$ cat config.mk
export PLATFORM = sky130hd
export DESIGN_NAME = sfc_top
export DESIGN_NICKNAME = d
export VERILOG_FILES = /design/src/rtl/sfc_pkg.sv /design/src/rtl/sfc_char_regs.sv /design/src/rtl/sfc_rx_match.sv /design/src/rtl/sfc_tx_insert.sv /design/src/rtl/sfc_top.sv
export SDC_FILE = /design/constraint.sdc
export NUM_CORES = 1
export LEC_CHECK = 0
export ABC_AREA = 1
export BUFFER_PORTS_ARGS = -buffer_cell sky130_fd_sc_hd__buf_2
export CAP_MARGIN = 10
export CORE_AREA = 2 2 104 106
export CTS_BUF_LIST = sky130_fd_sc_hd__clkbuf_8
export DETAILED_ROUTE_END_ITERATION = 8
export DIE_AREA = 0 0 106 108
export GPL_TIMING_DRIVEN = 0
export SETUP_SLACK_MARGIN = 0.2
export SYNTH_ARGS = -nofsm -noshare
export SYNTH_HDL_FRONTEND = slang
export SYNTH_SLANG_ARGS = --single-unit
$ cat constraint.sdc
create_clock -name clk -period 1.8 [get_ports clk]
set_clock_uncertainty 0.2 [all_clocks]
set_input_delay 0.18 -clock clk [delete_from_list [all_inputs] [get_ports clk]]
set_output_delay 0.18 -clock clk [all_outputs]
set_load 0.05 [all_outputs]
$ cat src/rtl/sfc_pkg.sv
package sfc_pkg;

  typedef enum logic [1:0] {
    RXM_OFF    = 2'b00,
    RXM_SINGLE = 2'b01,
    RXM_PAIR   = 2'b10,
    RXM_RSVD   = 2'b11
  } rx_mode_e;

  typedef enum logic [1:0] {
    SEQ_IDLE = 2'b00,
    SEQ_ON1  = 2'b01,
    SEQ_OFF1 = 2'b10
  } seq_e;

  // number of control characters queued for one request
  function automatic logic [1:0] ins_len(input logic [1:0] txm);
    case (txm)
      2'b00:   return 2'd0;
      2'b11:   return 2'd2;
      default: return 2'd1;
    endcase
  endfunction

  // which character of a kind (0 = first, 1 = second) goes out next
  function automatic logic ins_pos(input logic [1:0] txm, input logic [1:0] left);
    if (txm == 2'b10) return 1'b1;
    if (txm == 2'b11 && left == 2'd1) return 1'b1;
    return 1'b0;
  endfunction

endpackage

$ cat src/rtl/sfc_char_regs.sv
module sfc_char_regs #(
  parameter int CW   = 8,
  parameter int NREG = 4,
  parameter int AW   = $clog2(NREG)
) (
  input  logic                     clk,
  input  logic                     rst_n,
  input  logic                     we,
  input  logic [AW-1:0]            addr,
  input  logic [CW-1:0]            wdata,
  output logic [CW-1:0]            rdata,
  output logic [NREG-1:0][CW-1:0]  chars
);

  for (genvar g = 0; g < NREG; g++) begin : g_reg
    always_ff @(posedge clk or negedge rst_n) begin
      if (!rst_n)                                   chars[g] <= '0;
      else if (we && addr == AW'(g))                chars[g] <= wdata;
    end
  end

  assign rdata = chars[addr];

endmodule

$ cat src/rtl/sfc_rx_match.sv
module sfc_rx_match
  import sfc_pkg::*;
#(
  parameter int CW = 8
) (
  input  logic               clk,
  input  logic               rst_n,
  input  logic [1:0]         rx_mode,
  input  logic               rx_valid,
  input  logic [CW-1:0]      rx_char,
  input  logic [CW-1:0]      on1,
  input  logic [CW-1:0]      on2,
  input  logic [CW-1:0]      off1,
  input  logic [CW-1:0]      off2,
  output logic               hit_on,
  output logic               hit_off,
  output logic               halted,
  output logic               xoff_irq
);

  function automatic logic either_eq(input logic [CW-1:0] c, a, b);
    return (c == a) || (c == b);
  endfunction

  rx_mode_e mode;
  seq_e     seq_q, seq_nx;
  logic     active;

  assign mode   = rx_mode_e'(rx_mode);
  assign active = (mode == RXM_SINGLE) || (mode == RXM_PAIR);

  always_comb begin
    hit_on  = 1'b0;
    hit_off = 1'b0;
    seq_nx  = SEQ_IDLE;
    if (mode == RXM_SINGLE) begin
      hit_off = either_eq(rx_char, off1, off2);
      hit_on  = !hit_off && either_eq(rx_char, on1, on2);
    end else if (mode == RXM_PAIR) begin
      if (seq_q == SEQ_OFF1 && rx_char == off2)     hit_off = 1'b1;
      else if (seq_q == SEQ_ON1 && rx_char == on2)  hit_on  = 1'b1;
      if (hit_on || hit_off)                        seq_nx = SEQ_IDLE;
      else if (rx_char == off1)                     seq_nx = SEQ_OFF1;
      else if (rx_char == on1)                      seq_nx = SEQ_ON1;
      else                                          seq_nx = SEQ_IDLE;
    end
    if (!rx_valid) begin
      hit_on  = 1'b0;
      hit_off = 1'b0;
      seq_nx  = (mode == RXM_PAIR) ? seq_q : SEQ_IDLE;
    end
  end

  always_ff @(posedge clk or negedge rst_n) begin
    if (!rst_n) begin
      seq_q    <= SEQ_IDLE;
      halted   <= 1'b0;
      xoff_irq <= 1'b0;
    end else begin
      seq_q    <= seq_nx;
      xoff_irq <= hit_off;
      if (!active)      halted <= 1'b0;
      else if (hit_off) halted <= 1'b1;
      else if (hit_on)  halted <= 1'b0;
    end
  end

endmodule

$ cat src/rtl/sfc_tx_insert.sv
module sfc_tx_insert
  import sfc_pkg::*;
#(
  parameter int CW   = 8,
  parameter int LW   = 7,
  parameter int NREG = 4
) (
  input  logic                    clk,
  input  logic                    rst_n,
  input  logic [1:0]              tx_mode,
  input  logic [LW-1:0]           rx_level,
  input  logic [LW-1:0]           trig_lvl,
  input  logic [LW-1:0]           resume_lvl,
  input  logic [NREG-1:0][CW-1:0] chars,
  input  logic                    halted,
  input  logic                    tx_idle,
  input  logic                    tx_avail,
  input  logic [CW-1:0]           tx_fifo_char,
  output logic                    tx_start,
  output logic                    tx_pop,
  output logic [CW-1:0]           tx_char,
  output logic                    ins_busy,
  output logic                    ins_grant
);

  function automatic logic need_pause(input logic [LW-1:0] lvl, trig);
    return lvl >= trig;
  endfunction

  function automatic logic may_resume(input logic [LW-1:0] lvl, res);
    return lvl < res;
  endfunction

  logic       rem_paused_q;
  logic       kind_off_q;
  logic [1:0] left_q;
  logic [1:0] mode_q;
  logic       fifo_grant;
  logic [1:0] idx;

  assign ins_busy   = (left_q != 2'd0);
  assign ins_grant  = tx_idle && ins_busy;
  assign fifo_grant = tx_idle && !ins_busy && tx_avail && !halted;
  assign tx_start   = ins_grant || fifo_grant;
  assign tx_pop     = fifo_grant;
  assign idx        = {kind_off_q, ins_pos(mode_q, left_q)};
  assign tx_char    = ins_busy ? chars[idx] : tx_fifo_char;

  always_ff @(posedge clk or negedge rst_n) begin
    if (!rst_n) begin
      rem_paused_q <= 1'b0;
      kind_off_q   <= 1'b0;
      left_q       <= 2'd0;
      mode_q       <= 2'b00;
    end else if (ins_busy) begin
      if (ins_grant) left_q <= left_q - 2'd1;
    end else if (tx_mode != 2'b00) begin
      if (!rem_paused_q && need_pause(rx_level, trig_lvl)) begin
        rem_paused_q <= 1'b1;
        kind_off_q   <= 1'b1;
        left_q       <= ins_len(tx_mode);
        mode_q       <= tx_mode;
      end else if (rem_paused_q && may_resume(rx_level, resume_lvl)) begin
        rem_paused_q <= 1'b0;
        kind_off_q   <= 1'b0;
        left_q       <= ins_len(tx_mode);
        mode_q       <= tx_mode;
      end
    end
  end

endmodule

$ cat src/rtl/sfc_top.sv
module sfc_top #(
  parameter int CW = 8,
  parameter int LW = 7
) (
  input  logic          clk,
  input  logic          rst_n,
  input  logic          reg_we,
  input  logic [1:0]    reg_addr,
  input  logic [CW-1:0] reg_wdata,
  output logic [CW-1:0] reg_rdata,
  input  logic [1:0]    rx_mode,
  input  logic [1:0]    tx_mode,
  input  logic [LW-1:0] trig_lvl,
  input  logic [LW-1:0] resume_lvl,
  input  logic [LW-1:0] rx_level,
  input  logic          rx_valid,
  input  logic [CW-1:0] rx_char,
  output logic          rx_push,
  input  logic          tx_idle,
  input  logic          tx_avail,
  input  logic [CW-1:0] tx_fifo_char,
  output logic          tx_start,
  output logic          tx_pop,
  output logic [CW-1:0] tx_char,
  output logic          tx_halted,
  output logic          xoff_irq
);

  localparam int NREG = 4;
  localparam int AW   = $clog2(NREG);

  logic [NREG-1:0][CW-1:0] chars;
  logic hit_on_w, hit_off_w, ins_busy_w, ins_grant_w;

  sfc_char_regs #(.CW(CW), .NREG(NREG), .AW(AW)) u_regs (
    .clk(clk), .rst_n(rst_n), .we(reg_we), .addr(reg_addr),
    .wdata(reg_wdata), .rdata(reg_rdata), .chars(chars)
  );

  sfc_rx_match #(.CW(CW)) u_rx (
    .clk(clk), .rst_n(rst_n), .rx_mode(rx_mode), .rx_valid(rx_valid),
    .rx_char(rx_char), .on1(chars[0]), .on2(chars[1]), .off1(chars[2]),
    .off2(chars[3]), .hit_on(hit_on_w), .hit_off(hit_off_w),
    .halted(tx_halted), .xoff_irq(xoff_irq)
  );

  assign rx_push = rx_valid && !(hit_on_w || hit_off_w);

  sfc_tx_insert #(.CW(CW), .LW(LW), .NREG(NREG)) u_tx (
    .clk(clk), .rst_n(rst_n), .tx_mode(tx_mode), .rx_level(rx_level),
    .trig_lvl(trig_lvl), .resume_lvl(resume_lvl), .chars(chars),
    .halted(tx_halted), .tx_idle(tx_idle), .tx_avail(tx_avail),
    .tx_fifo_char(tx_fifo_char), .tx_start(tx_start), .tx_pop(tx_pop),
    .tx_char(tx_char), .ins_busy(ins_busy_w), .ins_grant(ins_grant_w)
  );

endmodule

==> results of run 1 <==
==> worst max-delay path, cell delays in order, from the launching register on <==
cell,delay (ns)
dfrtp_1,0.41
nand2_1,0.08
nand4_1,0.21
nor2_4,0.22
nand2_2,0.08
nand2_2,0.08
nor2_4,0.05
nand2_2,0.08
nand2_2,0.07
nor2_4,0.10
buf_6,0.16
==> sequential cells by signal, indices dropped and copies added, names as in the netlist <==
name / count
u_rx.halted: 1
u_tx.left_q: 2
u_tx.rem_paused_q: 1
u_rx.xoff_irq: 1
u_tx.mode_q: 2
u_regs.chars: 32
u_rx.seq_q: 2
==> power by group <==
group | total, mW | leakage [nW] | switching, mW | internal [mW]
Clock | 0.783 | 0.0626 | 0.336 | 0.447
Combinational | 4.43 | 1.70 | 2.59 | 1.84
Sequential | 1.30 | 0.506 | 0.197 | 1.10
==> repair_timing <==
action,CTS,global route
cloned,1,1
resized for setup,77,76
hold endpoints to repair,57,0
pin swaps,17,33
buffers inserted,10,22
hold buffers,12,0
setup endpoints to repair,26,43
==> synth_stat cells <==
library cell    n
nand2_1       102
o21ai_0        54
inv_1          51
nor2_1         45
dfrtp_1        41
xnor2_1        27
ha_1           17
a22oi_1        14
nand3_1        13
a21oi_1        10
a31oi_1         7
clkbuf_2        7
nand4_1         6
clkbuf_1        5
nor2_2          4
buf_2           2
buf_4           2
inv_2           2
o221ai_1        2
a21oi_2         1
and3_1          1
buf_6           1
nand2_2         1
nand3b_1        1
nand4_2         1
nor3_1          1
o211ai_1        1
o21ai_1         1
o22ai_1         1
o31ai_1         1
or2_1           1
==> kinds of logic after synthesis <==
group | synth area share
simple gates | 0.240
compound gates | 0.173
buf+inv | 0.0960
flops | 0.341
xor+xnor | 0.0786
fa+ha+maj | 0.0707
==> per-layer routing <==
layer	track usage	wire (um)	up-vias	share of wire
met5	0	0	-	0
met4	0.0423	73	0	0.0071
met3	0.0253	753	7	0.073
met2	0.292	4880	135	0.47
met1	0.244	4610	1560	0.45
li1	-	-	1625	-
==> stage by stage <==
stage               utilization  power [mW]  hold slack (ns)  area (um^2)  setup TNS [ns]
global placement          0.364        4.41            0.177         3720           -2.75
floorplan                     -        3.70           -0.316         3210               0
finish                    0.462        6.51          0.00987         4730           -3.68
global route              0.462        6.86           0.0358         4730           -5.23
CTS                       0.420        5.85           0.0157         4300           -3.92
detailed placement        0.364        4.43            0.188         3720           -3.42
==> worst paths after layout <==
path | from | end | slack [ns] | cells past startpoint
worst min-delay path | reg_wdata[0] | u_regs.chars[24] | 0.01 | 3
worst max-delay path | u_regs.chars[27] | rx_push | -0.42 | 10
max in group asynchronous | rst_n | u_regs.chars[10] | 0.73 | 2
min in group asynchronous | rst_n | u_regs.chars[5] | 0.23 | 2
worst min register to register | u_regs.chars[18] | u_regs.chars[18] | 0.36 | 2
worst max register to register | u_tx.left_q[1] | u_tx.mode_q[1] | -0.10 | 9
==> placed cells by master, fill, tap and decap left out, types with 9 or more instances in the layout <==
| cell type | instances |
|---|---|
| buf_2 | 50 |
| a22oi_1 | 9 |
| clkbuf_2 | 9 |
| o21ai_2 | 13 |
| nand2_1 | 87 |
| buf_6 | 27 |
| inv_1 | 46 |
| nor2_1 | 26 |
| nand3_1 | 10 |
| nor2_4 | 13 |
| nor2_2 | 10 |
| ha_1 | 17 |
| dfrtp_1 | 33 |
| xnor2_1 | 22 |
| buf_4 | 24 |
| dlygate4sd3_1 | 12 |
| nand2_2 | 13 |
| o21ai_0 | 38 |
==> cell type report <==
class                   count  area [um^2]
fillers                   981         5500
multi-input cells         312         2160
flip-flops and latches     41         1040
repair buffers            115          907
inverters                  53          206
well taps                 136          170
plain buffers              17          138
clock buffers               6         82.6
clock inverters             2         33.8
==> metrics.txt, run 1 <==
Residual DRC 0; Worst-Margin Slew between 0.5 and 0.6 ns; WL final about 10000 um; Arrival @ worst endpoint 1.84 ns; drt initial violations 217; Syn Std Cell Area 0.00301 mm^2; clock sink count 41; largest net degree at the start of global routing 42; Worst Hold Class input port to register; drt wl/cell 15.1 um; H-tree depth 2; violated checks setup timing; worst setup path class register to output port; die area 0.0114 mm^2; Placer Congestion 0.911; Clk pin slew, worst setup/hold paths around 0.08 ns; Syn Inst Count around 420; initial antenna violation count 0; fin cells 682; final hold violation count 0; Post-DP HPWL between 6000 and 7000 um; Max FO, Critical Path 3; core box area between 0.01 and 0.015 mm^2; aggregate global routing overflow 0; Netlist cell types 31; Crit path required time around 1.4 ns; Seq/Total Area, Yosys 0.341; Yosys warnings 0; Place WS -0.213 ns; PD cells 1380 mW/mm^2; chip width approximately 110 um; n_diodes 0; CTS buffer count 5; number of global-route vias before repair between 3000 and 4000; worst vdd ir 1410 uV; Port Buffer Count slightly below 70; CTS tree done; period utilization 1.23; Synth Register Bits around 40; minimum clock period 2.22 ns; count of final max-slew check failures 0; Initial Util 0.294; synth-to-layout area growth 57.2%; Worst slew margin 0.606; FP Rows 37; top-area cell type share of the netlist area 0.341; via count 3327; synth top area cells dfrtp_1 34%, nand2_1 13%, o21ai_0 9.0%, xnor2_1 7.9%, ha_1 7.1%; Syn Nets about 500; drt pass-1 iters 4; Max Clk Rate between 400 and 500 MHz; layout cells sized above 1 0.414; antenna-violating nets left 0; Max Root-Sink Buffers 2; DR vias/cell roughly 4.9; dpl cells between 600 and 700; critical path startpoint category register; height of the die around 110 um; Pleak between 2 and 2.5 nW; first-pass GRT wire length ~16000 um; final setup vio count 17; Worst-Skew Late Latency around 0.31 ns; GRT Util Overall 0.176; final setup margin -0.417 ns; RSZ-0062 raised after global routing true; maxcap violations 0; Top Ports between 70 and 80; CTS root buf clkbuf_8; status finished with violations; nets 619; Yosys top cell by area dfrtp_1; synthesized area per cell ~7.1 um^2; Worst Setup End Kind output port
No activity file was read; power rests on OpenSTA's default activity.
==> run 2, diff against run 1 <==
==> constraint.sdc (replaced) <==
create_clock -name clk -period 2.1 [get_ports clk]
set_clock_uncertainty 0.2 [all_clocks]
set_input_delay 0.21 -clock clk [delete_from_list [all_inputs] [get_ports clk]]
set_output_delay 0.21 -clock clk [all_outputs]
set_load 0.05 [all_outputs]
==> metrics.txt, run 2 (synthesis gave the netlist of run 1 again) <==
CTS tree done; Biggest register u_regs.chars; RSZ-0062 raised after global routing true; die area between 0.01 and 0.015 mm^2; Total Power between 5 and 6 mW; number of global-route vias before repair roughly 3200; initial antenna violation count 0; met2 usage 0.312; GRT Util Overall 0.180; Crit path required time between 1.5 and 2 ns; worst setup path class register to output port; largest net degree at the start of global routing 42; Worst Hold Class input port to register; Post-DP HPWL between 6000 and 7000 um; routing usage on met3 0.0247; largest stage delay on the critical path 0.43 ns; Port Buffer Count a little under 70; grt met1 use 0.238; final setup margin -0.148 ns; maxcap violations 0; antenna-violating nets left 0; minimum clock period 2.25 ns; PD cells between 1000 and 1500 mW/mm^2; clock sink count slightly above 40; Place WS -0.240 ns; nets around 620; n_diodes 0; synth-to-layout area growth 50.0%; Worst-Margin Slew between 0.9 and 1 ns; chip width between 100 and 150 um; layout cells sized above 1 0.365; WL final between 10000 and 15000 um; area occupied by multi-input gates between 0.002 and 0.0025 mm^2; drt pass-1 iters 5; Max stage delay cell, worst path dfrtp_1; Worst Setup End Kind output port; DR vias/cell 4.87; Critical Path Most Common Cell nand2_2; grt peak-use layer met2; Max Root-Sink Buffers 2; max FFs per register 32; height of the die about 110 um; Max FO, Critical Path 4; Max Clk Rate 445 MHz; Top Ports 78; drt initial violations around 250; Pleak around 2.2 nW; CTS buffer count 5; fillers roughly 1000; Worst slew margin 0.351; first-pass GRT wire length between 15000 and 20000 um; CP cell instances xnor2_1 -> nand2_1 -> nor2_4 -> nand2_2 -> nand2_2 -> nor2_2 -> nand2_2 -> nand2_2 -> nor2_4 -> buf_6; status finished with violations; dpl cells 628; final setup vio count 10; Clk pin slew, worst setup/hold paths 0.08 ns; Register Area just over 0.001 mm^2; Initial Util 0.294; violated checks setup timing; Placer Congestion 0.860; FP Rows 37; period utilization 1.07; Residual DRC 0; H-tree depth 2; count of final max-slew check failures 0; aggregate global routing overflow 0; leading cell types in the layout, fill and taps excluded 92 x nand2_1, 58 x buf_2, 47 x inv_1; core box area between 0.01 and 0.015 mm^2; commonest non-fill, non-tap cell in the layout nand2_1; Final Util 0.441; Worst Hold Slack 0.00640 ns; Arrival @ worst endpoint roughly 1.8 ns; final hold violation count 0; CTS root buf clkbuf_8; Worst-Skew Late Latency about 0.31 ns; critical path startpoint category register; worst vdd ir between 500 and 600 uV; via count ~3300; fin cells ~680; drt wl/cell 15.3 um
run 2: worst max-delay path, delay by kind of cell, from the launching register on:
kind	cells	cell delay, ns
buffers and inverters	1	0.16
AND/OR/NAND/NOR	8	0.73
flip-flops	1	0.43
XOR/XNOR	1	0.20
run 2: final cells by class:
class	instances	area share
repair buffers	114	0.184
flip-flops and latches	41	0.228
clock buffers	5	0.0152
inverters	53	0.0452
clock inverters	3	0.0144
multi-input cells	312	0.446
plain buffers	17	0.0294
well taps	136	0.0377
run 2: path summary, 6_finish.rpt:
check | startpoint | depth (start not counted) | slack (ns) | end
worst max register to register | u_regs.chars[30] | 13 | -0.13 | u_rx.halted
max in group asynchronous | rst_n | 2 | 0.64 | u_regs.chars[10]
worst min-delay path | rx_valid | 3 | 0.006 | u_rx.halted
worst max-delay path | u_regs.chars[30] | 10 | -0.15 | rx_push
min in group asynchronous | rst_n | 2 | 0.40 | u_tx.left_q[1]
worst min register to register | u_regs.chars[5] | 2 | 0.34 | u_regs.chars[5]
run 2: through the flow:
step	setup TNS [ns]	cell area, um^2
after floorplan	0	3110
after global placement	-1.62	3630
after detailed placement	-1.49	3630
after CTS	-0.971	4190
after global routing	-2.03	4510
final	-1.15	4510
run 2: report_power, final:
part           internal (mW)  switching [mW]  leakage [nW]  total, mW
Clock                  0.473           0.307        0.0681      0.780
Sequential             0.938           0.158         0.513       1.10
Combinational           1.49            2.09          1.64       3.59
Total                   2.90            2.56          2.22       5.46
run 2: routing by layer:
| metal | share of wire | routed length [um] | up-vias |
|---|---|---|---|
| li1 | - | - | 1624 |
| met1 | 0.44 | 4620 | 1547 |
| met2 | 0.48 | 5040 | 135 |
| met3 | 0.064 | 671 | 10 |
| met4 | 0.010 | 106 | 0 |
| met5 | 0 | 0 | - |
run 2: repair_timing:
item                       4_1_cts  5_1_grt
hold endpoints to repair        44        0
setup buffers                   22       17
cloned                           1        1
pin swaps                       16       29
resized for setup               71       54
setup endpoints to repair       10       18
hold buffers                     4        0
==> run 3, diff against run 2 <==
--- a/config.mk
+++ b/config.mk
@@ -6,7 +6,7 @@
 export NUM_CORES = 1
 export LEC_CHECK = 0
 export ABC_AREA = 1
-export BUFFER_PORTS_ARGS = -buffer_cell sky130_fd_sc_hd__buf_2
+export BUFFER_PORTS_ARGS = -buffer_cell sky130_fd_sc_hd__buf_4
 export CAP_MARGIN = 10
 export CORE_AREA = 2 2 104 106
 export CTS_BUF_LIST = sky130_fd_sc_hd__clkbuf_8
==> metrics.txt, run 3 (synthesis gave the netlist of run 1 again) <==
status finished with violations; violated checks setup timing; Worst-Margin Slew between 0.5 and 0.6 ns; drt wl/cell between 15 and 20 um; die area about 0.011 mm^2; final setup margin -0.128 ns; worst reg-to-reg setup slack -0.03 ns; CP cell instances inv_2 -> nor2_4 -> o21ai_4 -> inv_2 -> buf_6 -> nor2_2 -> nor2_1 -> o21ai_2 -> a31oi_4 -> buf_6; chip width 106 um; Clk pin slew, worst setup/hold paths roughly 0.080 ns; Worst Hold Slack between 0.0006 and 0.0007 ns; PD cells 1210 mW/mm^2; Arrival @ worst endpoint 1.82 ns; GRT Util Overall 0.180; height of the die between 100 and 150 um; Max stage delay cell, worst path dfrtp_1; CTS tree done; Worst-Skew Late Latency roughly 0.3 ns; layout cells sized above 1 0.377; RSZ-0062 raised after global routing true; FF-to-FF End u_tx.left_q[1]; Max Root-Sink Buffers 2; hold path cells 3; Placer Congestion between 0.8 and 0.9; drt initial violations ~110; initial antenna violation count 0; antenna-violating nets left 0; max FFs per register 32; nets around 600; maxcap violations 0; Max Clk Rate about 450 MHz; Pleak approximately 2.3 nW; worst reg2reg path depth 12; Initial Util 0.294; drt pass-1 iters 4; number of global-route vias before repair between 3000 and 4000; Max FO, Critical Path 5; Top Ports 78; Worst Setup End Kind output port; final hold violation count 0; worst setup path class register to output port; largest net degree at the start of global routing 42; Crit path required time between 1.5 and 2 ns; aggregate global routing overflow 0; Post-DP HPWL 7120 um; fillers about 1000; core box area about 0.010 mm^2; Biggest register u_regs.chars; via count about 3300; Total Power roughly 5.6 mW; largest stage delay on the critical path around 0.4 ns; CTS root buf clkbuf_8; FP Rows 37; Worst slew margin 0.624; Hold Crit Endpoint u_tx.mode_q[1]; n_diodes 0; commonest non-fill, non-tap cell in the layout nand2_1; CTS buffer count 5; Worst Hold Class input port to register; final setup vio count 10; synth-to-layout area growth 54.8%; worst vdd ir around 610 uV; hold path start tx_mode[1]; DR vias/cell between 4 and 5; period utilization 1.06; minimum clock period around 2.2 ns; Port Buffer Count ~70; count of final max-slew check failures 0; H-tree depth 2; WL final ~11000 um; critical path startpoint category register; clock sink count 41; reg-to-reg startpoint u_tx.left_q[0]; first-pass GRT wire length roughly 16000 um; Residual DRC 0; leading cell types in the layout, fill and taps excluded 91 x nand2_1, 88 x buf_4, 47 x inv_1
## run 3: per-layer routing
layer / wire [um] / global-route usage / vias to the layer above
met2: 5250 / 0.306 / 129
met3: 741 / 0.0307 / 10
met4: 121 / 0.0517 / 0
li1: - / - / 1612
met5: 0 / 0 / -
met1: 4490 / 0.238 / 1550
## run 3: worst max-delay path by stage
stage / endpoint / slack (ns) / from
global placement: tx_char[3] / -0.13 / u_tx.left_q[0]
detailed placement: tx_char[5] / -0.19 / u_tx.left_q[0]
floorplan: tx_char[4] / 0.08 / u_tx.left_q[0]
CTS: tx_char[5] / -0.13 / u_tx.left_q[0]
finish: tx_char[3] / -0.13 / u_tx.left_q[0]
global route: rx_push / -0.21 / u_regs.chars[25]
## run 3: worst max-delay path, delay by kind of cell, from the launching register on
family,cells,cell delay [ns]
buffers and inverters,4,0.49
flip-flops,1,0.40
AO/OA/AOI/OAI,3,0.34
AND/OR/NAND/NOR,3,0.30
## run 3: through the flow
stage / utilization / std cells / cell area, um^2 / setup TNS (ns) / worst slack, ns
6_report: 0.455 / 677 / 4660 / -0.946 / -0.128
5_1_grt: 0.455 / 677 / 4660 / -1.98 / -0.207
4_1_cts: 0.426 / 660 / 4360 / -0.895 / -0.133
3_5_place_dp: 0.372 / 628 / 3800 / -1.11 / -0.187
3_3_place_gp: 0.372 / 628 / 3800 / -0.730 / -0.135
2_1_floorplan: - / 423 / 3110 / 0 / 0.0798
## run 3: area by class of cell
cell class	count	area [um^2]	share of cell area
clock inverters	3	46.3	0.00994
flip-flops and latches	41	1030	0.222
clock buffers	5	68.8	0.0148
multi-input cells	312	2060	0.443
plain buffers	17	131	0.0282
well taps	136	170	0.0365
inverters	53	204	0.0438
repair buffers	110	940	0.202
## run 3: power breakdown
group,total [mW],internal (mW),switching (mW)
sequential,1.11,0.940,0.167
clock,0.663,0.356,0.307
combinational,3.87,1.65,2.22
total,5.64,2.94,2.69
## run 3: what timing repair did
| item | in CTS | in global routing |
|---|---|---|
| gates resized for setup | 73 | 48 |
| buffers inserted | 18 | 17 |
| pin swaps | 30 | 36 |
| hold buffers | 3 | 0 |
| setup endpoints to repair | 10 | 17 |
| hold endpoints to repair | 43 | 0 |
| gates cloned | 3 | 0 |
